==> config.mk <==
export PLATFORM = sky130hd
export DESIGN_NAME = dcs_stepper
export DESIGN_NICKNAME = d
export VERILOG_FILES = /design/src/rtl/dcs_pkg.sv /design/src/rtl/dcs_speed_table.sv /design/src/rtl/dcs_advance.sv /design/src/rtl/dcs_bypass.sv /design/src/rtl/dcs_stepper.sv
export SDC_FILE = /design/constraint.sdc
export NUM_CORES = 1
export LEC_CHECK = 0
export ABC_AREA = 0
export ABC_CLOCK_PERIOD_IN_PS = 4130
export CORE_AREA = 2 2 51 62
export CTS_CLUSTER_DIAMETER = 40
export CTS_CLUSTER_SIZE = 16
export DETAILED_ROUTE_END_ITERATION = 10
export DIE_AREA = 0 0 53 64
export DONT_BUFFER_PORTS = 1
export HOLD_SLACK_MARGIN = 0.03
export SYNTH_ARGS = -nofsm -noshare
export SYNTH_HDL_FRONTEND = slang
export SYNTH_SLANG_ARGS = --single-unit
==> constraint.sdc <==
create_clock -name clk -period 4.13 [get_ports clk]
set_input_delay 0.2065 -clock clk [delete_from_list [all_inputs] [get_ports clk]]
set_output_delay 0.2065 -clock clk [all_outputs]
set_load 0.01 [all_outputs]
==> src/rtl/dcs_pkg.sv <==
package dcs_pkg;

  localparam int CW = 1;   // coarse width
  localparam int DW = 2;   // clock-delay width
  localparam int TW = 4;   // tap width
  localparam int PW = 3;   // interpolator width

  localparam logic [PW-1:0] PI_LAST     = PW'(6);
  localparam logic [DW-1:0] CLK_LAST    = DW'(2);
  localparam logic [CW-1:0] COARSE_LAST = CW'(1);

  typedef struct packed {
    logic [CW-1:0] coarse;
    logic [DW-1:0] clk_dly;
    logic [TW-1:0] tap;
    logic [PW-1:0] pi;
  } dly_code_t;

  typedef struct packed {
    logic [TW-1:0] tap_lo;
    logic [TW-1:0] tap_hi;
    logic [PW-1:0] pi_lo;
    logic [PW-1:0] pi_hi;
  } byp_thr_t;

  function automatic logic [TW-1:0] tap_limit(input logic [1:0] spd);
    case (spd)
      2'd1:    return TW'(10);
      2'd2:    return TW'(13);
      default: return TW'(12);
    endcase
  endfunction

  function automatic byp_thr_t thr_for(input logic [1:0] spd);
    byp_thr_t t;
    case (spd)
      2'd1:    begin t.tap_lo = TW'(2); t.tap_hi = TW'(8);  t.pi_lo = PW'(6); t.pi_hi = PW'(7); end
      2'd2:    begin t.tap_lo = TW'(3); t.tap_hi = TW'(11); t.pi_lo = PW'(6); t.pi_hi = PW'(4); end
      default: begin t.tap_lo = TW'(3); t.tap_hi = TW'(10); t.pi_lo = PW'(2); t.pi_hi = PW'(3); end
    endcase
    return t;
  endfunction

  // one odometer increment; code returned unchanged when no increment exists
  function automatic dly_code_t bump(input dly_code_t c, input logic [TW-1:0] tmax);
    dly_code_t n = c;
    if (c.pi < PI_LAST) begin
      n.pi = c.pi + PW'(1);
    end else if (c.tap < tmax) begin
      n.pi  = '0;
      n.tap = c.tap + TW'(1);
    end else if (c.clk_dly < CLK_LAST) begin
      n.pi      = '0;
      n.tap     = '0;
      n.clk_dly = c.clk_dly + DW'(1);
    end else if (c.coarse < COARSE_LAST) begin
      n.pi      = '0;
      n.tap     = '0;
      n.clk_dly = c.clk_dly - DW'(1);
      n.coarse  = c.coarse + CW'(1);
    end
    return n;
  endfunction

  function automatic logic exhausted(input dly_code_t c, input logic [TW-1:0] tmax);
    return (c.pi >= PI_LAST) && (c.tap >= tmax) &&
           (c.clk_dly >= CLK_LAST) && (c.coarse >= COARSE_LAST);
  endfunction

  // returns {enable, select}
  function automatic logic [1:0] bypass_bits(input dly_code_t c, input byp_thr_t t);
    if ((c.tap < t.tap_lo) || ((c.tap == t.tap_lo) && (c.pi < t.pi_lo)))
      return 2'b11;
    else if ((c.tap < t.tap_hi) || ((c.tap == t.tap_hi) && (c.pi < t.pi_hi)))
      return 2'b00;
    else
      return 2'b10;
  endfunction

endpackage

==> src/rtl/dcs_speed_table.sv <==
module dcs_speed_table
  import dcs_pkg::*;
(
  input  logic [1:0]    speed,
  output logic [TW-1:0] tap_max,
  output byp_thr_t      thr
);
  always_comb begin
    tap_max = tap_limit(speed);
    thr     = thr_for(speed);
  end
endmodule

==> src/rtl/dcs_advance.sv <==
module dcs_advance
  import dcs_pkg::*;
(
  input  dly_code_t     cur,
  input  logic [TW-1:0] tap_max,
  output dly_code_t     nxt,
  output logic          at_limit
);
  always_comb begin
    at_limit = exhausted(cur, tap_max);
    nxt      = at_limit ? cur : bump(cur, tap_max);
  end
endmodule

==> src/rtl/dcs_bypass.sv <==
module dcs_bypass
  import dcs_pkg::*;
(
  input  dly_code_t code,
  input  byp_thr_t  thr,
  output logic      en,
  output logic      sel
);
  always_comb {en, sel} = bypass_bits(code, thr);
endmodule

==> src/rtl/dcs_stepper.sv <==
module dcs_stepper
  import dcs_pkg::*;
(
  input  logic          clk,
  input  logic          rst_n,
  input  logic          load,
  input  logic [CW-1:0] ld_coarse,
  input  logic [DW-1:0] ld_clk_dly,
  input  logic [TW-1:0] ld_tap,
  input  logic [PW-1:0] ld_pi,
  input  logic          step,
  input  logic [1:0]    speed,
  output logic [CW-1:0] coarse,
  output logic [DW-1:0] clk_dly,
  output logic [TW-1:0] tap,
  output logic [PW-1:0] pi,
  output logic          byp_en,
  output logic          byp_sel,
  output logic          ovf
);
  dly_code_t     code_q, code_nxt, ld_code, cand;
  logic [TW-1:0] tap_max;
  byp_thr_t      thr;
  logic          step_ovf;   // step would exceed the last code
  logic          step_go;    // step accepted this cycle
  logic          cand_en, cand_sel;

  assign ld_code = '{coarse: ld_coarse, clk_dly: ld_clk_dly, tap: ld_tap, pi: ld_pi};
  assign step_go = step && !load;
  assign cand    = load ? ld_code : code_nxt;

  dcs_speed_table u_tbl (.speed(speed), .tap_max(tap_max), .thr(thr));
  dcs_advance     u_adv (.cur(code_q), .tap_max(tap_max), .nxt(code_nxt), .at_limit(step_ovf));
  dcs_bypass      u_byp (.code(cand), .thr(thr), .en(cand_en), .sel(cand_sel));

  always_ff @(posedge clk) begin
    if (!rst_n) begin
      code_q  <= '0;
      byp_en  <= 1'b1;
      byp_sel <= 1'b1;
      ovf     <= 1'b0;
    end else if (load) begin
      code_q  <= cand;
      byp_en  <= cand_en;
      byp_sel <= cand_sel;
      ovf     <= 1'b0;
    end else if (step) begin
      code_q  <= cand;
      byp_en  <= cand_en;
      byp_sel <= cand_sel;
      ovf     <= ovf | step_ovf;
    end
  end

  assign coarse  = code_q.coarse;
  assign clk_dly = code_q.clk_dly;
  assign tap     = code_q.tap;
  assign pi      = code_q.pi;
endmodule

# --- Word-level counts from Yosys, hierarchy flattened ---
# Cells that the tools add are included.
word_totals:
  regBits: 13
  output_inout_bits: 13
  wordCells: 58
  inputBits: 16
op_classes:
  magnitude_cmp: 12
  n_mux: 19
  reduce_logical: 9
  n_addsub: 5
  bitwise_logic: 2
  n_eq_ne: 4
op_table:
  columns: ["cell", "count"]
  rows:
  - ["2-to-1 mux 10 bit", 5]
  - ["case mux 11 bit (2 select lines)", 1]
  - ["2-to-1 mux 7 bit", 2]
  - ["2-to-1 mux 9 bit", 1]
  - ["less-than comparator 4 bit", 2]
  - ["less-than comparator 3 bit", 2]
  - ["2-to-1 mux 3 bit", 2]
  - ["case mux 3 bit (2 select lines)", 1]
  - ["logical AND 1 bit", 5]
  - ["2-to-1 mux 1 bit", 5]
  - ["adder 4 x 1 -> 4 bit, second input constant", 1]
  - ["equality test 4 x 2 -> 1 bit", 1]
  - ["equality test 4 bit", 1]
  - ["greater-or-equal comparator 4 bit", 1]
  - ["less-than comparator 4 x 2 -> 1 bit", 1]
  - ["2-to-1 mux 2 bit", 2]
  - ["adder 3 x 1 -> 3 bit, second input constant", 1]
  - ["greater-or-equal comparator 3 bit, second input constant", 1]
  - ["less-than comparator 3 bit, second input constant", 1]
  - ["adder 2 x 1 -> 2 bit, second input constant", 1]
  - ["equality test 2 x 1 -> 1 bit, second input constant", 1]
  - ["equality test 2 bit, second input constant", 1]
  - ["greater-or-equal comparator 2 bit, second input constant", 1]
  - ["logical OR 1 bit", 2]
  - ["other kinds (9)", 9]

# --- Longest topological paths before layout ---
logic_depth:
  word_depth: 15
  ltp_mapped: 16
  ltp_nobuf: 16

# --- Modules after synthesis ---
# A second synthesis with hierarchy kept.
hier_totals:
  hier_cells: 196
  hier_area_um2: 1680.4
by_module_without_submodules:
  columns: ["module", "cells_each", "seq_area_each_um2", "area_per_inst_um2", "n_inst"]
  rows:
  - ["dcs_stepper", 67, 260.2, 769.5, 1]
  - ["dcs_advance", 62, 0.0, 421.7, 1]
  - ["dcs_bypass", 43, 0.0, 315.3, 1]
  - ["dcs_speed_table", 24, 0.0, 173.9, 1]

# --- Worst setup path before layout ---
# OpenSTA, ideal clock, no wires.
synth_timing:
  kind: "register -> register"
  startpoint: "reg code_q (netlist bit tap[0])"
  endpoint: "reg byp_en"
  path_buffers: 0
  period_less_slack_ns: 3.091
  t_required_ns: 4.008
  stages_incl_launch_ff: 14
  setup_slack_ns: 1.039
  arrival_time_ns: 2.969
  setup_ns: 0.122
  path_cell_list: "dfxtp_1 > inv_1 > ha_1 > nor2b_1 > o21ai_2 > a21oi_4 > o31ai_1 > nor2_1 > ha_1 > nand2b_1 > a21oi_1 > or3b_2 > o311a_1 > a311o_1"
synth_via:
  elab_chain_cells: 13
  word_cells_on_any_way: 27
  cone_classes: "1 x add/sub; 6 x order compare; 2 x eq/ne; 11 x mux; 7 x reduce/logical"
synth_rtl:
  columns: ["element", "line_no", "source"]
  rows:
  - ["from (decl)", "dcs_stepper.sv:21", "dly_code_t code_q, code_nxt, ld_code, cand;"]
  - ["from (signal assigned)", "dcs_stepper.sv:43", "code_q <= cand;"]
  - ["from (signal assigned)", "dcs_stepper.sv:48", "code_q <= cand;"]
  - ["parallel branches: the longest is 4 deep, another holds adder 4 x 1 -> 4 bit", null, null]
  - ["2-to-1 mux 10 bit (*)", "dcs_advance.sv:11", "nxt = at_limit ? cur : bump(cur, tap_max);"]
  - ["2-to-1 mux 10 bit (*)", "dcs_stepper.sv:30", "assign cand = load ? ld_code : code_nxt;"]
  - ["less-than comparator 3 bit / equality test 4 bit (equally long branches)", "dcs_pkg.sv:74", "else if ((c.tap < t.tap_hi) || ((c.tap == t.tap_hi) && (c.pi < t.pi_hi)))"]
  - ["logical AND 1 bit", "dcs_pkg.sv:74", null]
  - ["logical OR 1 bit", "dcs_pkg.sv:74", null]
  - ["2-to-1 mux 2 bit", "dcs_pkg.sv:74", null]
  - ["2-to-1 mux 2 bit (*)", "dcs_pkg.sv:72", "if ((c.tap < t.tap_lo) || ((c.tap == t.tap_lo) && (c.pi < t.pi_lo)))"]
  - ["2-to-1 mux 1 bit", "dcs_stepper.sv:47", "end else if (step) begin"]
  - ["2-to-1 mux 1 bit (*)", "dcs_stepper.sv:42", "end else if (load) begin"]
  - ["to (signal assigned)", "dcs_stepper.sv:44", "byp_en <= cand_en;"]
  - ["to (signal assigned)", "dcs_stepper.sv:49", "byp_en <= cand_en;"]
  - ["to (decl)", "dcs_stepper.sv:17", "output logic byp_en,"]
# Mark *: on every way between the ends. The select of a mux whose other input is x is not followed.
# A chain may end at the register's enable or synchronous reset.

# --- Worst setup path in the final report ---
# Ends and elaborated chain as after synthesis.

==> run summary <==
- 1 — maximum level of the CTS H-tree
- 43.3% — initial core utilization
- 0.0467 ns — tightest hold margin
- compound AO/OA/AOI/OAI gates — crit-path leading delay family
- 4 — detailed-routing iteration count for the pre-antenna-repair pass
- 172 — dpl cells
- 0.340 mW — overall power after layout
- 46.2% — part of the total power dissipated in sequential elements
- 0.807 — routability congestion estimate
- clkbuf_4 — clock root buffer
- 0 — warnings from Yosys
- 2900 microns — post-detailed-routing wire length
- 270 nW/um^2 — pwr/cell area
- 0.29 ns — clock network latency to the later pin of the worst-skew pair
- 1260 sq um — final instance area
- register — critical path startpoint category
- 176 — number of nets at the end of the flow
- 27 — pin count of the biggest net entering global routing
- 21 — row count
- complete, no violations — status
- 0 — max-cap viol count
- 3 — clock buffers created by TritonCTS
- reg2reg — critical path start-end classification
- 13 — Reg2Reg Depth
- 27.7% — logic gate share of total power
- 0.218 mW — cell internal pwr
- 2 — worst-case clock buffer depth
- 0% — ys async rst share
- in2reg — kind of path behind the tightest hold check
- 0 — Slew Viols, Final
- 5.56% — Layout area overhead
- 1190 sq um — netlist area before placement
- 142 — gate count after technology mapping
- 13 — clock sink total
- 1 — buffers plus inverters on the worst setup path
- 0 — antenna violations before repair
- 0.10 ns — clock-pin slew on the worst setup and hold paths
- 45.7% — Final Util
- 0.408 ns — slew at the pin closest to its max-slew limit
- 64 microns — Chip Height
- 2760 sq um — Floorplan Core Area
- 0 — count of inserted antenna diode cells
- 0.745 ns — setup slack after placement
- 0.00911 ns — clk_skew
- 0 — leftover overflow at the end of global routing
- 0 — count of flip-flops with a built-in enable after synthesis
- 0 — remaining routing DRC violations
- 0.49 ns — Critical Path Max Stage Delay
- 6.00 — average via count per standard cell
- ha_1 — library cell appearing most often on the critical path
- 53 microns — DIE WIDTH
- 8.41 sq um — average cell area after synthesis
- 0.682 ns — Worst Slack Setup Final
- 16.0% — fraction of layout cells with a size suffix above 1
- 173 — syn_nets
- dfxtp_1 — predominant post-synthesis flop cell
- dfxtp_1 — cell with the largest stage delay on the worst path
- 26.1% — portion of total power attributed to the clock network
- 21.8% — share of the yosys chip area belonging to registers
- 3.45 ns — clock period minus worst slack
- inv_1 > ha_1 > nor2b_1 > o21ai_2 > a21oi_4 > o31ai_1 > nor2_1 > ha_1 > nand2b_1 > a21oi_1 > or3b_2 > o311a_1 > a311o_1 — critical path cell sequence
- 0 ns — setup total negative slack
- 13 — FF+latch count, synth
- 1210 sq um — area after detailed placement
- 3390 sq um — total die area
- 18.4% — Overall Global Routing Usage
- 21 — count of routing violations after the opening detailed-route iteration
- 35.7% — switching share of power
- 29 — Boundary Pins
- 0.290 GHz — Fmax
- 13 — Crit. path cell count
- 16.3 microns — WL per Instance
- 0.128 mV — maximum ir drop on the vdd rail
- 1,068 — DR vias
- 51 — distinct cell type count after synthesis
- 2200 microns — total half-perimeter wirelength after legalization and detailed placement
- 83.5% — fin crit share
- register — endpoint kind of the worst setup timing path
- 1,026 — vias in the first global route
- 8 — largest fanout on the critical path
- yes — TritonCTS clock tree
- false — setup repair after global routing missed its margin
- 4.32 ns — Req. time, crit path
- 0.122 mW — switching pwr
- 0 — number of buffers added on ports
- 178 — final standard cell count with taps included and fillers excluded
- 0 — Antenna Violating Nets Remaining
- 4590 microns — global-route wire length before repair
- 3.64 ns — Critical Path AT
- 2 — worst hold stages
- 0 — final count of hold timing violations
- 0 — total setup violations reported at the end of the flow
- 0.537 nW — Static Leakage
- 72.5% — Relative slew margins
-- state kept, by name (all words and copies together), names as in the netlist --
| signal | count |
|---|---|
| coarse | 1 |
| ovf | 1 |
| byp_sel | 1 |
| pi | 3 |
| tap | 4 |
| clk_dly | 2 |
| byp_en | 1 |
-- synth_stat cells, drive strengths merged, types with 2 or more instances --
| cell type | count | area share, % |
|---|---|---|
| a2111oi | 2 | 1.5 |
| a211o | 2 | 1.7 |
| a211oi | 2 | 1.3 |
| a21boi | 2 | 1.3 |
| a21o | 2 | 1.5 |
| a21oi | 9 | 5.3 |
| and2 | 3 | 1.6 |
| and3 | 2 | 1.2 |
| clkbuf | 3 | 0.94 |
| dfxtp | 13 | 22 |
| ha | 15 | 16 |
| inv | 9 | 2.8 |
| mux2i | 2 | 2.7 |
| nand2 | 10 | 3.4 |
| nand2b | 7 | 3.7 |
| nand3 | 3 | 1.3 |
| nor2 | 14 | 4.4 |
| nor2b | 4 | 2.1 |
| nor3 | 2 | 0.84 |
| nor3b | 2 | 1.3 |
| o211a | 2 | 2.3 |
| o21ai | 9 | 4.1 |
| o311a | 2 | 1.7 |
| o31a | 2 | 1.6 |
| or2b | 2 | 1.5 |
-- kinds of logic after synthesis --
family / count (synthesis) / synth area share [%]
XOR/XNOR: 1 / 0.734
flip-flops: 13 / 21.8
AO/OA/AOI/OAI: 43 / 28.9
buffers and inverters: 13 / 4.72
multiplexers: 3 / 3.98
adder cells (fa/ha/maj): 15 / 15.7
AND/OR/NAND/NOR: 54 / 24.1
-- final timing paths --
kind	startpoint	end	slack (ns)
worst max register to register	tap[0]$_SDFFE_PN0P_	byp_en$_SDFFE_PN1P_	0.68
worst min-delay path	rst_n	tap[3]$_SDFFE_PN0P_	0.05
worst max-delay path	tap[0]$_SDFFE_PN0P_	byp_en$_SDFFE_PN1P_	0.68
worst min register to register	byp_sel$_SDFFE_PN1P_	byp_sel$_SDFFE_PN1P_	0.56
-- metal layers --
layer  GRT usage (%)  routed length [microns]  vias to the layer above
met4            6.73                       47                        0
li1                -                        -                      526
met2            32.2                     1430                       29
met5               0                        0                        -
met3            3.04                      199                        4
met1            22.0                     1220                      509
-- area by class of cell --
class	instances	area, sq um
Fill cell	299	1500
Multi-Input combinational cell	116	877
Sequential cell	13	260
Tap cell	34	42.5
Inverter	9	33.8
Clock buffer	4	26.3
Timing Repair Buffer	2	20.0
-- power by group through the flow --
stage               Combinational (mW)  Sequential, mW  Clock, mW
CTS                             0.0947           0.157     0.0917
floorplan                       0.0796           0.156          0
detailed placement              0.0922           0.160          0
global route                     0.107           0.160     0.0990
finish                          0.0941           0.157     0.0887
global placement                0.0896           0.160          0
-- worst register-to-register path: stages, from the launching register on --
cell and delay [ns]:
dfxtp_1 0.49, inv_1 0.11, ha_1 0.22, nor2b_1 0.14, o21ai_2 0.35, a21oi_4 0.15, o31ai_1 0.30, nor2_1 0.11
ha_1 0.30, nand2b_1 0.10, a21oi_1 0.05, or3b_2 0.44, o311a_1 0.32, a311o_1 0.28
-- cell usage in the layout, fill, tap and decap left out, types with 3 or more instances in the layout --
cell type and n:
ha_1 15, nor2_1 14, dfxtp_1 13, nand2_1 9
inv_1 9, nand2b_1 7, a21oi_1 6, o21ai_0 6
nor2b_1 4, and2_1 3, nand3_1 3, clkbuf_4 3
-- repair_timing --
| item | 4_1_cts | 5_1_grt |
|---|---|---|
| gates resized for setup | 0 | 0 |
| endpoints found under the setup margin | 0 | 0 |
| hold endpoints to repair | 3 | 0 |
| buffers inserted | 0 | 0 |
| hold buffers | 2 | 0 |
No activity file was read; power rests on OpenSTA's default activity.
